**config.mk**
```make
export PLATFORM = sky130hd
export DESIGN_NAME = lcd_stat_reg
export DESIGN_NICKNAME = d
export VERILOG_FILES = /design/src/rtl/lcd_stat_reg.sv
export SDC_FILE = /design/constraint.sdc
export NUM_CORES = 1
export LEC_CHECK = 0
export BUFFER_PORTS_ARGS = -buffer_cell sky130_fd_sc_hd__buf_2
export CORE_UTILIZATION = 35
export CTS_BUF_LIST = sky130_fd_sc_hd__clkbuf_16
export DETAILED_ROUTE_END_ITERATION = 6
export PLACE_DENSITY_LB_ADDON = 0.08
export SYNTH_ARGS = -nofsm -noshare
export SYNTH_HDL_FRONTEND = slang
export SYNTH_SLANG_ARGS = --single-unit
```
**constraint.sdc**
```tcl
create_clock -name clk -period 1.75 [get_ports clk]
set_input_delay 0.35 -clock clk [delete_from_list [all_inputs] [get_ports clk]]
set_output_delay 0.35 -clock clk [all_outputs]
set_load 0.1 [all_outputs]
```
**src/rtl/lcd_stat_reg.sv**
```systemverilog
module lcd_stat_reg #(
  parameter int REG_W = 32
) (
  input  logic             clk,
  input  logic             rst_n,
  input  logic             dual_mode,
  input  logic             err_mask,
  input  logic             lcd_en,
  input  logic             frame_end,
  input  logic             base_wr,
  input  logic             addr_wrap,
  input  logic             bus_fault,
  input  logic             acb_done,
  input  logic [1:0]       in_push,
  input  logic [1:0]       in_full,
  input  logic [1:0]       in_pop,
  input  logic [1:0]       in_empty,
  input  logic [1:0]       out_push,
  input  logic [1:0]       out_full,
  input  logic [1:0]       out_pop,
  input  logic [1:0]       out_empty,
  input  logic             wr_en,
  input  logic [REG_W-1:0] wr_data,
  output logic [REG_W-1:0] rd_data,
  output logic             irq
);
  localparam int NF = 12;

  logic [NF-1:0] flg, set_v, clr_v, nxt;
  logic [1:0]    lane_ok;
  logic [9:0]    qual;
  logic          en_q, dis_pend, armed;

  assign lane_ok = {1'b1, dual_mode};

  genvar p;
  generate
    for (p = 0; p < 2; p++) begin : g_lane
      assign set_v[4+2*p] = in_push[p]  & in_full[p]   & lane_ok[p];
      assign set_v[5+2*p] = in_pop[p]   & in_empty[p]  & lane_ok[p];
      assign set_v[8+2*p] = out_push[p] & out_full[p]  & lane_ok[p];
      assign set_v[9+2*p] = out_pop[p]  & out_empty[p] & lane_ok[p];
    end
  endgenerate

  assign armed    = dis_pend | (en_q & ~lcd_en);
  assign set_v[0] = armed & frame_end & ~lcd_en;
  assign set_v[1] = (lcd_en & ~en_q) | addr_wrap;
  assign set_v[2] = bus_fault;
  assign set_v[3] = acb_done;

  assign clr_v[0]      = (wr_en & wr_data[0]) | lcd_en;
  assign clr_v[1]      = base_wr;
  assign clr_v[NF-1:2] = wr_en ? wr_data[NF-1:2] : '0;

  assign nxt  = set_v | (flg & ~clr_v);
  assign qual = {2'b11, dual_mode, dual_mode, 2'b11, dual_mode, dual_mode, 2'b11};

  always_ff @(posedge clk) begin
    if (!rst_n) begin
      flg      <= NF'(1);
      en_q     <= 1'b0;
      dis_pend <= 1'b0;
      irq      <= 1'b0;
    end else begin
      flg      <= nxt;
      en_q     <= lcd_en;
      dis_pend <= lcd_en ? 1'b0 : (armed & ~frame_end);
      irq      <= (|(nxt[NF-1:2] & qual)) & ~err_mask;
    end
  end

  assign rd_data = {{(REG_W-NF){1'b0}}, flg};

  p_mask_r5: assert property (@(posedge clk) disable iff (!rst_n)
    err_mask |=> !irq);
  p_w1c_r4: assert property (@(posedge clk) disable iff (!rst_n)
    (wr_en && wr_data[2] && !bus_fault) |=> !rd_data[2]);
  p_hold_r4: assert property (@(posedge clk) disable iff (!rst_n)
    (!bus_fault && !(wr_en && wr_data[2])) |=> $stable(rd_data[2]));
  p_lower_gated_r3: assert property (@(posedge clk) disable iff (!rst_n)
    (!dual_mode && !rd_data[9]) |=> !rd_data[9]);
  p_set_wins_r6: assert property (@(posedge clk) disable iff (!rst_n)
    (out_push[1] && out_full[1]) |=> rd_data[10]);
  p_bau_ro_r7: assert property (@(posedge clk) disable iff (!rst_n)
    (!base_wr && !addr_wrap && !lcd_en) |=> $stable(rd_data[1]));
  p_ldd_clr_r8: assert property (@(posedge clk) disable iff (!rst_n)
    lcd_en |=> !rd_data[0]);
endmodule

```
Yosys cells after proc, flatten, opt, wreduce, memory -nomap -nowiden
Cells that the tools add are included.
Storage, ports and cells
  output and inout bits: 33
  word-level logic and storage cells: 38
  bits of input ports: 59
  register bits: 15
Operators by class
  muxes and demuxes: 1
  bitwise gates (word level): 31
  reduce and logical (&&, ||, !) cells: 2
Operator list (number)
  $and A1 B1 Y1: 19
  $and A12 B12 Y12: 1
  $not A12 Y12: 1
  $or A12 B12 Y12: 1
  $and A10 B10 Y10: 1
  $mux W10: 1
  $reduce_or A10 Y1: 1
  $not A1 Y1: 5
  $or A1 B1 Y1: 3
  $reduce_or A2 Y1: 1

Logic depth before layout (Yosys ltp)
  word-level depth: 9
  mapped depth: 5
  mapped depth without buffers: 4

Least setup slack after synthesis
No wires, ideal clock.
  kind: register to register
  start point: register flg[8]
  end point: register irq
  arrival time: 1398 ps
  path slack: 227 ps
  data required time: 1625 ps
  library setup time: 125 ps
  period minus slack after synthesis: 1523 ps
  cell stages (with the launch flop): 4
  buffers on the path: 0
  path through: dfxtp_1 -> a32oi_1 -> a41oi_1 -> o41a_1
On the way
  word-level cells in the longest chain between the ends: 5
Ends and longest elaborated chain
  start, declared: line 29  | logic [NF-1:0] flg, set_v, clr_v, nxt;
  start signal, assigned: line 66  | flg <= nxt;
  $and A12 B12 Y12: line 56  | assign nxt = set_v | (flg & ~clr_v);
  $or A12 B12 Y12: line 56
  $and A10 B10 Y10: line 69  | irq <= (|(nxt[NF-1:2] & qual)) & ~err_mask;
  $reduce_or A10 Y1: line 69
  $and A1 B1 Y1: line 69
  end signal, assigned: line 69
  end, declared: line 25  | output logic irq
Every way passes these cells.
A chain may end at the register's enable or synchronous reset.

Worst setup path after layout
  start point: register flg[11]
  end point: output rd_data[11]
RTL lines
  end, declared: line 24  | output logic [REG_W-1:0] rd_data,
No word-level cell between the ends.

==> results.tsv <==
metric	value	unit
outcome	finished clean	
Max Cap Viol	0	
cell count after synthesis	84	
routability congestion estimate	0.651	
Overall Global Routing Usage	13.7	%
layout cell share with drive strength beyond 1	43.7	%
Iter 0 DRT Violations	2	
# nets final	195	
setup repair after global routing missed its margin	no	
critical path's slowest cell	buf_2	
classification of the worst-slack hold path	primary input to register	
overall die width	49.0	um
Placement Rows	16	
Met3 Wirelength	144	um
wire length per cell	8.96	um
core region area	0.00202	mm^2
Final ANT Viol Nets	0	
setup slack at placement	0.257	ns
cell chosen for the clock root	clkbuf_16	
synthesis warning total	0	
overall overflow remaining after global route	0	
later-pin clock latency in the skew report	0.24	ns
class of the most critical setup path	register to output pin	
aggregate negative setup slack	0	ns
arrival time of data at the critical path endpoint	1.01	ns
antenna violations before repair	0	
maximum number of pins on one net before global-route repair	16	
total number of vias	683	
die extent in y	49.0	um
number of primary I/O pins	92	
placed wire-length estimate after detailed placement	1180	um
final critical-path share of the clock period	77.4	%
Final Slew Violations	0	
area share of the largest cell type after synthesis	38.9	%
number of iterations in the first detailed-routing pass	2	
sequential fraction of the synthesis area	38.9	%
cells taking the most area after synthesis	dfxtp_1, buf_4, and2b_1, a32oi_1, nand2_1	
Post-synth top cells	buf_4, dfxtp_1, nand2_1	
first-pass GRT wire length	2500	um
Bufs on Longest Clock Path	2	
Leakage Power	0.559	nW
Vias per Instance	4.22	
effective utilization at floorplan	38.2	%
highest ir drop seen on vdd	0.00117	V
hold-fix buffer count after cts	0	
PwrDens	1190	mW/mm^2
Die Area	0.00240	mm^2
setup ws final	0.395	ns
register bit count reported by yosys	15	
sort of element at the end of the critical path	output pin	
critical-path maximum fanout	2	
data required time of the critical path	1.40	ns
DR DRC count	0	
count of input and output buffers	50	
count of distinct cell types in the synthesized netlist	24	
detailed-routing wirelength on met1	627	um
startpoint class of the critical path	register	
worst stage delay on the critical path	0.43	ns
final hold violations	0	
via count of the first global-routing pass	606	
Fmax achieved	0.738	GHz
TritonCTS clock tree	done	
number of levels in the clock H-tree	1	
layout overhead on the synthesized area	34.8	%
Resize count post-CTS	0	
critical path's top delay family	buffers and inverters	
Clock transition at path regs	0.04	ns
number of buffers inserted during clock tree synthesis	3	
critical path cell sequence	buf_2	
cell taking the most area after synthesis	dfxtp_1	
antenna cells	0	
final setup violation count	0	
total setup buffers inserted after CTS	0	
total wirelength of the detailed-routed design	1450	um
met2 wire len	657	um
uppermost signal routing layer after detailed routing	met4	
number of flops mapped to enable cells by yosys	0	
average size of a mapped cell	9.19	um^2
buffers and inverters on the worst path	1	
most frequent cell after synthesis	buf_4	
Async SR Flop Fraction	0	%
min cycle time layout	1.36	ns
flip-flop cell with the highest count after synthesis	dfxtp_1	
number of sinks handled by clock tree synthesis	15	
summed instance area of the synthesized netlist	772	um^2
worst clock skew	0.000594	ns
power by group:
part	internal [W]	switching, W	leakage [nW]
clock	0.000301	0.000125	0.0423
sequential	0.000363	0.00000931	0.124
combinational	0.0000701	0.000366	0.392
metal layers:
metal | vias up | track usage, %
met5 | - | 0
met4 | 0 | 5.88
met3 | 2 | 7.17
met2 | 41 | 22.5
met1 | 293 | 14.7
li1 | 347 | -
kinds of logic (layout without fill, tap and decap cells):
| family | after synthesis | count (layout) | share of synthesized area [%] |
|---|---|---|---|
| AND/OR/NAND/NOR | 27 | 27 | 19.8 |
| buffers and inverters | 25 | 57 | 22.9 |
| AO/OA/AOI/OAI | 16 | 16 | 18.0 |
| flip-flops | 15 | 15 | 38.9 |
| other | 1 | 20 | 0.486 |
layout make-up:
type,instances,area (um^2)
well taps,27,33.8
multi-input cells,63,367
clock buffers,3,75.1
repair buffers,50,250
flip-flops and latches,15,300
clock inverters,1,3.75
fillers,212,981
inverters,3,11.3
registers in the layout, summed over array words and instances (netlist names):
signal / flops
dis_pend: 1
flg: 12
irq: 1
en_q: 1
through the flow:
step                      hold WS, ns  cells  area (um^2)  total power (W)  utilization, %
after global placement          0.505    158          962         0.000813            47.6
after detailed placement        0.505    158          962         0.000816            47.6
final                           0.282    162         1040          0.00123            51.5
after CTS                       0.279    162         1040          0.00124            51.5
after global routing            0.286    162         1040          0.00129            51.5
after floorplan                 0.427    103          843         0.000782               -
worst paths after layout:
kind                    endpoint  slack (ns)               start  depth (start not counted)
min reg2reg    flg[3]$_SDFF_PN0_        0.51   flg[3]$_SDFF_PN0_                          2
max reg2reg       irq$_SDFF_PN0_        0.65   flg[8]$_SDFF_PN0_                          3
min          dis_pend$_SDFF_PP0_        0.28           frame_end                          2
max                  rd_data[11]        0.39  flg[11]$_SDFF_PN0_                          1
cells in the final DEF, fill, tap and decap left out, drive strengths merged, types with 2 or more instances in the layout:
cell type,instances
a21oi,3
a22o,2
a22oi,2
a32oi,4
and2,3
and2b,5
buf,50
clkbuf,3
conb,20
dfxtp,15
inv,4
nand2,11
nor2b,5
(Power assumes the default switching activity.)
